File: src/rtl/hz_pkg.sv
package hz_pkg;
  parameter int REG_W = 5;
  parameter int TAG_W = 8;
  localparam int NOPS = 3;      // 0: source 1, 1: source 2, 2: condition codes
  localparam int NREG_OPS = 2;  // operands compared against register destinations

  typedef enum logic [1:0] {
    SEL_RF  = 2'd0,
    SEL_EX  = 2'd1,
    SEL_MEM = 2'd2
  } fsel_e;

  typedef struct packed {
    logic             valid;
    logic [TAG_W-1:0] tag;
    logic             s1_v;
    logic [REG_W-1:0] s1;
    logic             s2_v;
    logic [REG_W-1:0] s2;
    logic             d_v;
    logic [REG_W-1:0] d;
    logic             ld;
    logic             cc_rd;
    logic             cc_wr;
  } uop_t;

  typedef struct packed {
    logic             valid;
    logic [TAG_W-1:0] tag;
    logic             d_v;
    logic [REG_W-1:0] d;
    logic             ld;
    logic             cc_wr;
  } prod_t;
endpackage

File: src/rtl/hz_operand_resolve.sv
module hz_operand_resolve
  import hz_pkg::*;
(
  input  logic  need,
  input  logic  ex_hit,
  input  logic  ex_late,
  input  logic  mem_hit,
  input  logic  fwd_en,
  output fsel_e sel,
  output logic  stall_req
);
  // Younger producer (execute) is checked first.
  always_comb begin
    sel       = SEL_RF;
    stall_req = 1'b0;
    if (need) begin
      if (ex_hit) begin
        if (fwd_en && !ex_late) sel = SEL_EX;
        else                    stall_req = 1'b1;
      end else if (mem_hit) begin
        if (fwd_en) sel = SEL_MEM;
        else        stall_req = 1'b1;
      end
    end
  end

  always_comb begin
    if (!need) assert (sel == SEL_RF && !stall_req);
  end
endmodule

File: src/rtl/hz_stage_latches.sv
module hz_stage_latches
  import hz_pkg::*;
(
  input  logic  clk,
  input  logic  rst,
  input  logic  stall,
  input  logic  in_valid,
  input  uop_t  in_uop,
  input  fsel_e dec_sel [NOPS],
  output uop_t  id_q,
  output prod_t ex_q,
  output fsel_e ex_sel_q [NOPS],
  output prod_t mem_q
);
  always_ff @(posedge clk) begin
    if (rst) begin
      id_q <= '0;
    end else if (!stall) begin
      id_q       <= in_uop;
      id_q.valid <= in_valid;
    end
  end

  always_ff @(posedge clk) begin
    if (rst || stall) begin
      ex_q <= '0;
    end else begin
      ex_q.valid <= id_q.valid;
      ex_q.tag   <= id_q.tag;
      ex_q.d_v   <= id_q.d_v;
      ex_q.d     <= id_q.d;
      ex_q.ld    <= id_q.ld;
      ex_q.cc_wr <= id_q.cc_wr;
    end
  end

  for (genvar k = 0; k < NOPS; k++) begin : g_sel
    always_ff @(posedge clk) begin
      if (rst || stall) ex_sel_q[k] <= SEL_RF;
      else              ex_sel_q[k] <= dec_sel[k];
    end
  end

  always_ff @(posedge clk) begin
    if (rst) mem_q <= '0;
    else     mem_q <= ex_q;
  end

  assert_bubble_on_stall_R6: assert property (@(posedge clk) disable iff (rst)
    stall |=> !ex_q.valid);
  assert_hold_on_stall_R6: assert property (@(posedge clk) disable iff (rst)
    stall |=> $stable(id_q));
  assert_advance_R6: assert property (@(posedge clk) disable iff (rst)
    (!stall && id_q.valid) |=> (ex_q.valid && ex_q.tag == $past(id_q.tag)));
  assert_mem_follows_ex_R6: assert property (@(posedge clk) disable iff (rst)
    ex_q.valid |=> (mem_q.valid && mem_q.tag == $past(ex_q.tag)));
endmodule

File: src/rtl/hz_fwd_unit.sv
module hz_fwd_unit
  import hz_pkg::*;
(
  input  logic             clk,
  input  logic             rst,
  input  logic             fwd_en,
  input  logic             in_valid,
  input  logic [TAG_W-1:0] in_tag,
  input  logic             in_src1_vld,
  input  logic [REG_W-1:0] in_src1,
  input  logic             in_src2_vld,
  input  logic [REG_W-1:0] in_src2,
  input  logic             in_dst_vld,
  input  logic [REG_W-1:0] in_dst,
  input  logic             in_is_load,
  input  logic             in_cc_rd,
  input  logic             in_cc_wr,
  output logic             in_ready,
  output logic             stall,
  output logic             ex_valid,
  output logic [TAG_W-1:0] ex_tag,
  output logic [1:0]       ex_sel_src1,
  output logic [1:0]       ex_sel_src2,
  output logic [1:0]       ex_sel_cc
);
  uop_t  in_uop, id_q;
  prod_t ex_q, mem_q;
  fsel_e dec_sel  [NOPS];
  fsel_e ex_sel_q [NOPS];
  logic  [NOPS-1:0] need, ex_hit, mem_hit, stall_req;
  logic  [REG_W-1:0] src_reg [NREG_OPS];
  logic  [NREG_OPS-1:0] src_vld;

  always_comb begin
    in_uop       = '0;
    in_uop.valid = in_valid;
    in_uop.tag   = in_tag;
    in_uop.s1_v  = in_src1_vld;
    in_uop.s1    = in_src1;
    in_uop.s2_v  = in_src2_vld;
    in_uop.s2    = in_src2;
    in_uop.d_v   = in_dst_vld;
    in_uop.d     = in_dst;
    in_uop.ld    = in_is_load;
    in_uop.cc_rd = in_cc_rd;
    in_uop.cc_wr = in_cc_wr;
  end

  assign src_reg[0] = id_q.s1;
  assign src_reg[1] = id_q.s2;
  assign src_vld[0] = id_q.s1_v;
  assign src_vld[1] = id_q.s2_v;

  for (genvar k = 0; k < NOPS; k++) begin : g_op
    if (k < NREG_OPS) begin : g_reg
      assign need[k]    = id_q.valid && src_vld[k];
      assign ex_hit[k]  = ex_q.valid && ex_q.d_v && (ex_q.d == src_reg[k]);
      assign mem_hit[k] = mem_q.valid && mem_q.d_v && (mem_q.d == src_reg[k]);
    end else begin : g_cc
      assign need[k]    = id_q.valid && id_q.cc_rd;
      assign ex_hit[k]  = ex_q.valid && ex_q.cc_wr;
      assign mem_hit[k] = mem_q.valid && mem_q.cc_wr;
    end

    hz_operand_resolve u_res (
      .need      (need[k]),
      .ex_hit    (ex_hit[k]),
      .ex_late   (ex_q.ld),
      .mem_hit   (mem_hit[k]),
      .fwd_en    (fwd_en),
      .sel       (dec_sel[k]),
      .stall_req (stall_req[k])
    );

    // A consumer forwarded from execute must have a non-load producer, now in memory.
    assert_load_not_from_ex_R4: assert property (@(posedge clk) disable iff (rst)
      (ex_q.valid && ex_sel_q[k] == SEL_EX) |-> (mem_q.valid && !mem_q.ld));
    assert_sel_code_legal_R3: assert property (@(posedge clk) disable iff (rst)
      ex_sel_q[k] != fsel_e'(2'd3));
  end

  assign stall    = |stall_req;
  assign in_ready = !stall;

  hz_stage_latches u_lat (
    .clk      (clk),
    .rst      (rst),
    .stall    (stall),
    .in_valid (in_valid),
    .in_uop   (in_uop),
    .dec_sel  (dec_sel),
    .id_q     (id_q),
    .ex_q     (ex_q),
    .ex_sel_q (ex_sel_q),
    .mem_q    (mem_q)
  );

  assign ex_valid    = ex_q.valid;
  assign ex_tag      = ex_q.tag;
  assign ex_sel_src1 = ex_sel_q[0];
  assign ex_sel_src2 = ex_sel_q[1];
  assign ex_sel_cc   = ex_sel_q[2];

  assert_no_fwd_when_off_R8: assert property (@(posedge clk) disable iff (rst)
    (ex_valid && !$past(fwd_en)) |->
      (ex_sel_src1 == 2'd0 && ex_sel_src2 == 2'd0 && ex_sel_cc == 2'd0));
  assert_idle_no_stall_R2: assert property (@(posedge clk) disable iff (rst)
    !id_q.valid |-> !stall);
endmodule

File: config.mk
export PLATFORM = sky130hd
export DESIGN_NAME = hz_fwd_unit
export DESIGN_NICKNAME = d
export VERILOG_FILES = /design/src/rtl/hz_pkg.sv /design/src/rtl/hz_operand_resolve.sv /design/src/rtl/hz_stage_latches.sv /design/src/rtl/hz_fwd_unit.sv
export SDC_FILE = /design/constraint.sdc
export NUM_CORES = 1
export LEC_CHECK = 0
export BUFFER_PORTS_ARGS = -buffer_cell sky130_fd_sc_hd__buf_4
export CELL_PAD_IN_SITES_DETAIL_PLACEMENT = 1
export CELL_PAD_IN_SITES_GLOBAL_PLACEMENT = 1
export CORE_MARGIN = 5
export CORE_UTILIZATION = 45
export DETAILED_ROUTE_END_ITERATION = 8
export PLACE_DENSITY = 0.81
export SYNTH_ARGS = -nofsm -noshare
export SYNTH_HDL_FRONTEND = slang
export SYNTH_SLANG_ARGS = --single-unit
File: constraint.sdc
create_clock -name clk -period 4.2 [get_ports clk]
set_input_delay 0 -clock clk [delete_from_list [all_inputs] [get_ports clk]]
set_output_delay 0 -clock clk [all_outputs]
set_load 0.02 [all_outputs]
==> results.sh <==
export IMPL_status="finished, final reports clean"
export IMPL_grt_pass1_vias=2449
export IMPL_cts_clk_slew_worst_paths_ns=0.07
export IMPL_crit_path_cell_trace="xor2_1 > or4_4 > o31a_1 > a21oi_4 > buf_4 > nor2_1 > inv_1 > buf_4"
export IMPL_slowest_stage="or4_4"
export IMPL_clock_skew_ns=0.00601
export IMPL_p_comb_share_pct=12.0
export IMPL_seq_area_frac_synth_pct=46.6
export IMPL_viasPerCell=5.79
export IMPL_htree_levels=3
export IMPL_core_rowCount=27
export IMPL_setup_viol=0
export IMPL_area_growth_pct=28.9
export IMPL_rr_worst_depth=7
export IMPL_wl_per_cell_um=19.0
export IMPL_clockRootBuffer="clkbuf_8"
export IMPL_cts_tree="yes"
export IMPL_end_kind="output port"
export IMPL_clk_latency_ns=0.34
export IMPL_first_pass_iters=5
export IMPL_crit_path_max_incr_delay_ns=0.55
export IMPL_grt_pass1_wl_um=12200
export IMPL_die_area_sq_um=7450
export IMPL_dpl_hpwl_um=4620
export IMPL_maxCapViolCount=0
export IMPL_vias=2332
export IMPL_dieHeight_um=86.3
export IMPL_diodes=0
export IMPL_initial_core_util_pct=47.0
export IMPL_m1WireLength_um=3150
export IMPL_track_usage_pct=21.2
export IMPL_synthTopCellsByArea="dfxtp_1 (47%), a32oi_1 (9.7%), a22oi_1 (8.3%)"
export IMPL_drive_gt1_share_pct=21.1
export IMPL_clock_sinks=61
export IMPL_timing_critical_path_buf_inv=3
export IMPL_synth_nets=296
export IMPL_ys_seq_elements=61
export IMPL_yosysUniqueCellTypes=31
export IMPL_critPathTopFamily="compound AO/OA/AOI/OAI gates"
export IMPL_worstHoldEndpoint="u_lat.id_q[24]"
export IMPL_cp_start_kind="register"
export IMPL_top_layer="met4"
export IMPL_ios=50
export IMPL_setup_tns_ns=0
export IMPL_hold_path_class="input pin to register"
export IMPL_drv_slew=0
export IMPL_cp_arrival_ns=3.06
export IMPL_crit_path_max_fanout=18
export IMPL_drtAntennaViolNets=0
export IMPL_finalHoldViolations=0
export IMPL_p_seq_share_pct=52.1
export IMPL_power_frac_clock_pct=35.8
export IMPL_slew_headroom_pct=30.4
export IMPL_wl_met2_um=3960
export IMPL_grt_overflow=0
export IMPL_coreArea_sq_um=5570
export IMPL_drc=0
export IMPL_vdd_drop_max_mv=0.200
export IMPL_r2r_slack_ns=1.47
export IMPL_totalWireLength_um=7650
export IMPL_ys_warn_count=0
export IMPL_p_sw_mw=0.306
export IMPL_cpMostUsedCell="buf_4"
export IMPL_fmax_ghz=0.327
export IMPL_gp_congestion=0.822
export IMPL_die_w_um=86.3
export IMPL_synth_top_area_share_pct=46.6
export IMPL_grt_max_degree=44
export IMPL_p_per_area_nw_per_um2=361
export IMPL_holdPathStages=3
export IMPL_worst_slew_pin_slew_ns=1.04
export IMPL_rsz0062_at_grt="no"
export IMPL_cts_buffers=9
export IMPL_drtIter0Drc=131
export IMPL_min_from="in_tag[3]"
export IMPL_yosysTopAreaCell="dfxtp_1"
export IMPL_netSwitchingFraction_pct=25.0
export IMPL_met3_length_um=381
export IMPL_critPathKind="register to output port"
export IMPL_timing_rr_start="u_lat.id_q[13]"
export IMPL_required_ns=4.20
export IMPL_antenna_found_initial=0
export IMPL_p_int_mw=0.915
export IMPL_timing_rr_end="u_lat.id_q[20]"
export IMPL_fin_total_pwr_mw=1.22
export IMPL_numPortBuffers=49
export IMPL_timing_final_crit_share_pct=72.9
export IMPL_clockBufferDepth=2
export IMPL_period_needed_ns=3.06
export IMPL_syn_area_per_cell_sq_um=9.97
export IMPL_leakage_nw=1.33
export IMPL_syn_area_sq_um=2620
export IMPL_syn_inst=263
export IMPL_fin_nets=360
==> synth_stat cells, drive strengths merged <==
master / number
nand2: 9
a2111oi: 1
inv: 2
nor2: 3
dfxtp: 61
nor2b: 9
o31a: 1
a32oi: 29
a41oi: 1
xor2: 10
or4: 2
and2: 18
a21boi: 1
a22oi: 29
nand2b: 1
xnor2: 10
nor4: 5
or3: 2
buf: 17
clkbuf: 12
a21oi: 30
a21o: 1
nand4: 4
nor3: 5
==> layout make-up <==
| type | count | area (sq um) |
|---|---|---|
| inverters | 2 | 7.51 |
| clock inverters | 2 | 10.0 |
| fillers | 612 | 2190 |
| repair buffers | 82 | 691 |
| well taps | 72 | 90.1 |
| flip-flops and latches | 61 | 1220 |
| clock buffers | 13 | 149 |
| multi-input cells | 171 | 1210 |
==> layer usage <==
| layer | GRT usage, % | up-vias |
|---|---|---|
| li1 | - | 1106 |
| met1 | 25.2 | 1144 |
| met2 | 36.7 | 66 |
| met3 | 4.56 | 16 |
| met4 | 8.78 | 0 |
| met5 | 0 | - |
==> cell families (layout without fill, tap and decap cells) <==
| family | count (synthesis) | count (layout) | synth area share (%) |
|---|---|---|---|
| compound gates | 93 | 93 | 26.4 |
| flops | 61 | 61 | 46.6 |
| simple gates | 58 | 58 | 13.0 |
| buf+inv | 31 | 99 | 7.35 |
| xor+xnor | 20 | 20 | 6.68 |
==> per-stage QoR <==
stage / hold slack [ns] / std cells / setup WS (ns) / utilization, % / instance area (sq um)
after floorplan: 0.127 / 263 / 2.01 / - / 2620
after CTS: 0.00512 / 403 / 1.20 / 60.6 / 3380
after global routing: 0.0480 / 403 / 1.04 / 60.6 / 3380
after global placement: 0.229 / 358 / 1.56 / 52.4 / 2920
after detailed placement: 0.226 / 358 / 1.50 / 52.4 / 2920
final: 0.00851 / 403 / 1.14 / 60.6 / 3380
==> tightest hold or removal path: stages <==
cell	delay, ns
buf_4	0.09
a22oi_1	0.07
a21oi_1	0.14
==> power by group through the flow <==
stage / sequential [mW] / combinational [mW] / clock, mW
finish: 0.637 / 0.147 / 0.437
CTS: 0.636 / 0.146 / 0.443
floorplan: 0.641 / 0.0776 / 0
detailed placement: 0.649 / 0.123 / 0
global route: 0.641 / 0.160 / 0.480
global placement: 0.647 / 0.118 / 0
==> cells in the final DEF (no fill, tap or decap), types with 2 or more instances in the layout <==
cell type | synthesis | layout
a21oi_1 | 29 | 29
a22oi_1 | 29 | 29
a32oi_1 | 29 | 29
and2_1 | 17 | 17
buf_4 | 9 | 52
clkbuf_1 | 11 | 3
clkbuf_8 | 0 | 10
clkinv_2 | 0 | 2
dfxtp_1 | 61 | 61
dlygate4sd3_1 | 0 | 30
inv_1 | 2 | 2
nand2_1 | 9 | 9
nand4_1 | 4 | 4
nor2_1 | 3 | 3
nor2b_1 | 9 | 8
nor3_1 | 4 | 4
nor4_1 | 5 | 5
or3_1 | 2 | 2
xnor2_1 | 10 | 10
xor2_1 | 10 | 10
==> timing repair <==
item                      in CTS  in global routing
hold buffers                  30                  0
resized for setup              0                  0
buffers inserted               0                  0
hold endpoints to repair      30                  0
==> worst max-delay path by stage <==
stage | startpoint | endpoint | slack, ns | cells after the start
floorplan | u_lat.id_q[13] | u_lat.id_q[0] | 2.01 | 8
global placement | u_lat.id_q[13] | u_lat.id_q[0] | 1.56 | 7
detailed placement | u_lat.id_q[13] | u_lat.id_q[11] | 1.50 | 7
CTS | u_lat.id_q[13] | stall | 1.20 | 8
global route | u_lat.id_q[13] | stall | 1.04 | 8
finish | u_lat.id_q[13] | stall | 1.14 | 8
==> sequential cells by signal (all words and copies together), names as in the netlist <==
signal          cells
u_lat.ex_sel_q      6
u_lat.id_q         30
u_lat.mem_q         8
u_lat.ex_q         17
Note: power is estimated with default switching activity, not from simulation.
